`config.mk`:
```
export PLATFORM = sky130hd
export DESIGN_NAME = thermo_alert
export DESIGN_NICKNAME = d
export VERILOG_FILES = /design/src/rtl/thermo_alert.sv
export SDC_FILE = /design/constraint.sdc
export NUM_CORES = 1
export LEC_CHECK = 0
export BUFFER_PORTS_ARGS = -buffer_cell sky130_fd_sc_hd__buf_2
export CAP_MARGIN = 20
export CORE_MARGIN = 8
export CORE_UTILIZATION = 50
export CTS_CLUSTER_SIZE = 40
export DETAILED_ROUTE_END_ITERATION = 8
export PLACE_DENSITY = 0.78
export SETUP_SLACK_MARGIN = 0.4
export SLEW_MARGIN = 20
export SYNTH_ARGS = -nofsm -noshare
export SYNTH_HDL_FRONTEND = slang
export SYNTH_SLANG_ARGS = --single-unit
```
`constraint.sdc`:
```
create_clock -name clk -period 2.7 [get_ports clk]
set_input_delay 0.135 -clock clk [delete_from_list [all_inputs] [get_ports clk]]
set_output_delay 0.135 -clock clk [all_outputs]
set_load 0.1 [all_outputs]
```
`src/rtl/thermo_alert.sv`:
```
module thermo_alert #(
  parameter int TW = 13
) (
  input  logic          clk,
  input  logic          rst_n,
  input  logic          res_valid,
  input  logic [TW-1:0] res_temp,
  input  logic [TW-1:0] lim_hi,
  input  logic [TW-1:0] lim_lo,
  input  logic [1:0]    fq_sel,
  input  logic          intr_mode,
  input  logic          pol,
  input  logic          clr_read,
  input  logic          clr_resp_won,
  input  logic          clr_shutdown,
  input  logic          gc_reset,
  output logic          alert_pin,
  output logic          status_bit,
  output logic          cause_hi
);
  localparam int CW = 3;

  logic          cmp_trip, int_act, int_arm_hi, int_cause;
  logic [CW-1:0] cmp_cnt, int_cnt, need;

  always_comb begin
    case (fq_sel)
      2'd0:    need = CW'(1);
      2'd1:    need = CW'(2);
      2'd2:    need = CW'(4);
      default: need = CW'(6);
    endcase
  end

  wire hi_hit    = $signed(res_temp) >= $signed(lim_hi);
  wire lo_hit    = $signed(res_temp) <  $signed(lim_lo);
  wire cmp_fault = cmp_trip   ? lo_hit : hi_hit;
  wire int_fault = int_arm_hi ? hi_hit : lo_hit;
  wire int_clr   = clr_read | clr_resp_won | clr_shutdown;

  always_ff @(posedge clk or negedge rst_n) begin
    if (!rst_n) begin
      cmp_trip <= 1'b0; cmp_cnt <= '0;
      int_act <= 1'b0; int_arm_hi <= 1'b1; int_cause <= 1'b0; int_cnt <= '0;
    end else if (gc_reset) begin
      cmp_trip <= 1'b0; cmp_cnt <= '0;
      int_act <= 1'b0; int_arm_hi <= 1'b1; int_cause <= 1'b0; int_cnt <= '0;
    end else begin
      if (res_valid) begin
        if (!cmp_fault)
          cmp_cnt <= '0;
        else if (cmp_cnt + CW'(1) >= need) begin
          cmp_trip <= ~cmp_trip;
          cmp_cnt  <= '0;
        end else
          cmp_cnt <= cmp_cnt + CW'(1);
      end

      if (!intr_mode) begin
        int_act <= 1'b0; int_arm_hi <= 1'b1; int_cause <= 1'b0; int_cnt <= '0;
      end else if (int_clr) begin
        int_act <= 1'b0;
        int_cnt <= '0;
      end else if (res_valid && !int_act) begin
        if (!int_fault)
          int_cnt <= '0;
        else if (int_cnt + CW'(1) >= need) begin
          int_act    <= 1'b1;
          int_cause  <= int_arm_hi;
          int_arm_hi <= ~int_arm_hi;
          int_cnt    <= '0;
        end else
          int_cnt <= int_cnt + CW'(1);
      end
    end
  end

  wire active = intr_mode ? int_act : cmp_trip;
  assign alert_pin  = pol ? active : ~active;
  assign status_bit = pol ? cmp_trip : ~cmp_trip;
  assign cause_hi   = intr_mode ? int_cause : cmp_trip;
endmodule

```
==> flow_summary.json <==
{
  "status": "complete, no violations",
  "period_needed_ns": 2.10,
  "fp-row-count": 20,
  "peakVddDrop_mv": 0.251,
  "grt_pass1_wl_um": 6170,
  "fmax_ghz": 0.476,
  "drtIter0Drc": 45,
  "gp_congestion": 0.789,
  "placed_cell_area_sq_mm": 0.00178,
  "fin_worst_skew_ns": 0.00620,
  "cts-root-buf": "clkbuf_4",
  "area_growth_pct": 22.9,
  "worstHoldPathCells": 3,
  "ys_types": 45,
  "initial_utilization_pct": 50.4,
  "fin_crit_sh_pct": 77.9,
  "diodes": 0,
  "avgSynthCellArea_sq_um": 8.61,
  "dieWidth_um": 70.6,
  "crit_path_end_kind": "flop",
  "netlist_area_sq_mm": 0.00149,
  "final_common_cell": "buf_2",
  "vias_per_cell": 5.41,
  "worstHoldPathType": "primary input to flop",
  "grt-ovfl-total": 0,
  "cts_inserted_buffers": 3,
  "cp_slowest_cell": "dfrtp_1",
  "drv_cap": 0,
  "clk_path_buf_depth": 2,
  "dp_cells": 256,
  "cp-start-kind": "flop",
  "wirelength_um": 3430,
  "holdPathEnd": "cmp_trip",
  "antenna_found_initial": 0,
  "yosys_warnings": 0,
  "synth_edf_count": 0,
  "routedWlPerCell_um": 13.1,
  "die_area_sq_mm": 0.00498,
  "cpPeakStageDelay_ns": 0.42,
  "synth-async-reset-ratio_pct": 100,
  "power_mw": 0.534,
  "hold_viol": 0,
  "cts_tree": "yes",
  "grt_use_total_pct": 14.3,
  "syn_nets": 256,
  "setup_tns_ns": 0,
  "fin_nets": 312,
  "fp.coreArea_sq_mm": 0.00295,
  "stdcell_count": 261,
  "arrival_ns": 2.28,
  "tightestPinTransition_ns": 0.491,
  "grt_setup_unrepaired": "no",
  "synthCells": 173,
  "power.density_mw_per_mm2": 292,
  "fin_area_sq_mm": 0.00183,
  "r2r-start": "int_cnt[0]",
  "path_clk_slew_ns": 0.07,
  "regToRegEndpoint": "int_cause",
  "dr.pass1.iters": 4,
  "holdCritStartpoint": "gc_reset",
  "seq_area_frac_synth_pct": 16.9,
  "place_hpwl_um": 3100,
  "htreeDepth": 1,
  "drv_slew": 0,
  "drc_errors": 0,
  "slew_headroom_pct": 67.5,
  "insertion_delay_ns": 0.27,
  "cp_max_fo": 4,
  "crit_type": "flop to flop",
  "ys_seq_elements": 10,
  "cpMostUsedCell": "ha_1",
  "num_io_pins": 53,
  "cp.required_ns": 2.87,
  "grt_max_degree": 11,
  "worstPathCellList": "ha_1 -> ha_1 -> a21o_1 -> a21oi_1 -> nor3_1 -> nand3_1 -> a311oi_1",
  "leakage_nw": 1.06,
  "ant_nets": 0,
  "portBuffers": 52,
  "setup_violations": 0,
  "cts_sinks": 10,
  "rr_worst_depth": 7,
  "via_count": 1411,
  "final_layout_size_suffix_gt1_share_pct": 30.3,
  "final_cell_mix": "buf_2 (52), ha_1 (33), inv_1 (32)",
  "r2r_slack_ns": 0.60,
  "grt_pass1_vias": 1507,
  "synth_top_flop_cell": "dfrtp_1",
  "die_y_um": 70.6
}
## layout make-up
| cell class | count | area, sq um |
|---|---|---|
| repair buffers | 53 | 270 |
| flip-flops and latches | 10 | 251 |
| well taps | 33 | 41.3 |
| fillers | 301 | 1120 |
| clock buffers | 4 | 36.3 |
| inverters | 32 | 120 |
| multi-input cells | 129 | 1110 |
## critical path: cells and delay by family, from the launching register on
family	cells	cell delay [ns]
fa+ha+maj	2	0.60
flops	1	0.42
compound gates	3	0.50
simple gates	2	0.48
## worst max-delay path by stage
| stage | start | end |
|---|---|---|
| after floorplan | cmp_trip | alert_pin |
| after global placement | res_temp[12] | int_cause |
| after detailed placement | int_cnt[0] | int_cause |
| after CTS | int_cnt[0] | int_cause |
| after global routing | int_cnt[0] | int_cause |
| final | int_cnt[0] | int_cause |
## cell usage after synthesis, types with 2 or more instances
cell type | instances | share of area (%)
xor2_1 | 2 | 1.2
o2111ai_1 | 6 | 3.5
dfrtp_1 | 9 | 15
a31oi_1 | 2 | 0.84
nor3b_1 | 2 | 1.0
o211ai_1 | 6 | 3.0
o21a_1 | 2 | 1.0
nand3_1 | 3 | 1.0
clkbuf_1 | 2 | 0.50
mux2_2 | 2 | 1.5
o21ai_0 | 3 | 1.0
nand2_1 | 8 | 2.0
a21oi_1 | 10 | 3.4
nor2b_1 | 3 | 1.3
nor2_1 | 4 | 1.0
and3_1 | 3 | 1.3
nand2b_1 | 3 | 1.3
nor3_1 | 3 | 1.0
nand4_2 | 2 | 1.7
ha_1 | 33 | 28
a21o_1 | 8 | 4.0
inv_1 | 32 | 8.1
a211oi_1 | 3 | 1.5
## timing repair
item / 4_1_cts / 5_1_grt
endpoints found under the hold margin: 10 / 0
resized for setup: 0 / 0
setup endpoints to repair: 0 / 0
hold buffers: 1 / 0
setup buffers: 0 / 0
## per-layer routing
metal	vias up	track usage (%)	share of wire (%)
met5	-	0	0
li1	743	-	-
met2	22	27.2	52
met4	0	1.15	0
met3	0	3.95	3.9
met1	646	15.7	44
## sequential cells by signal, indices dropped and copies added, names as in the netlist
name / count
int_cause: 1
int_arm_hi: 1
cmp_trip: 1
cmp_cnt: 3
int_cnt: 3
int_act: 1
## stage by stage
step / setup WS [ns] / hold slack, ns / util (%)
final: 0.597 / 0.153 / 61.9
after global routing: 0.471 / 0.182 / 61.9
after CTS: 0.613 / 0.148 / 61.9
after detailed placement: 0.631 / 0.00537 / 60.4
after global placement: 0.679 / 0.00129 / 60.4
after floorplan: 0.454 / -0.161 / -
## power breakdown
part | internal, mW | switching (mW) | leakage, nW
Combinational | 0.101 | 0.136 | 0.902
Sequential | 0.154 | 0.00550 | 0.135
Clock | 0.0820 | 0.0553 | 0.0210
## cell families after synthesis
group / count (synthesis) / share of synthesized area [%]
buffers and inverters: 34 / 8.57
AND/OR/NAND/NOR: 40 / 17.4
XOR/XNOR: 3 / 1.77
adder cells (fa/ha/maj): 33 / 27.7
multiplexers: 3 / 2.18
flip-flops: 10 / 16.9
AO/OA/AOI/OAI: 50 / 25.5
Note: power is estimated with default switching activity, not from simulation.
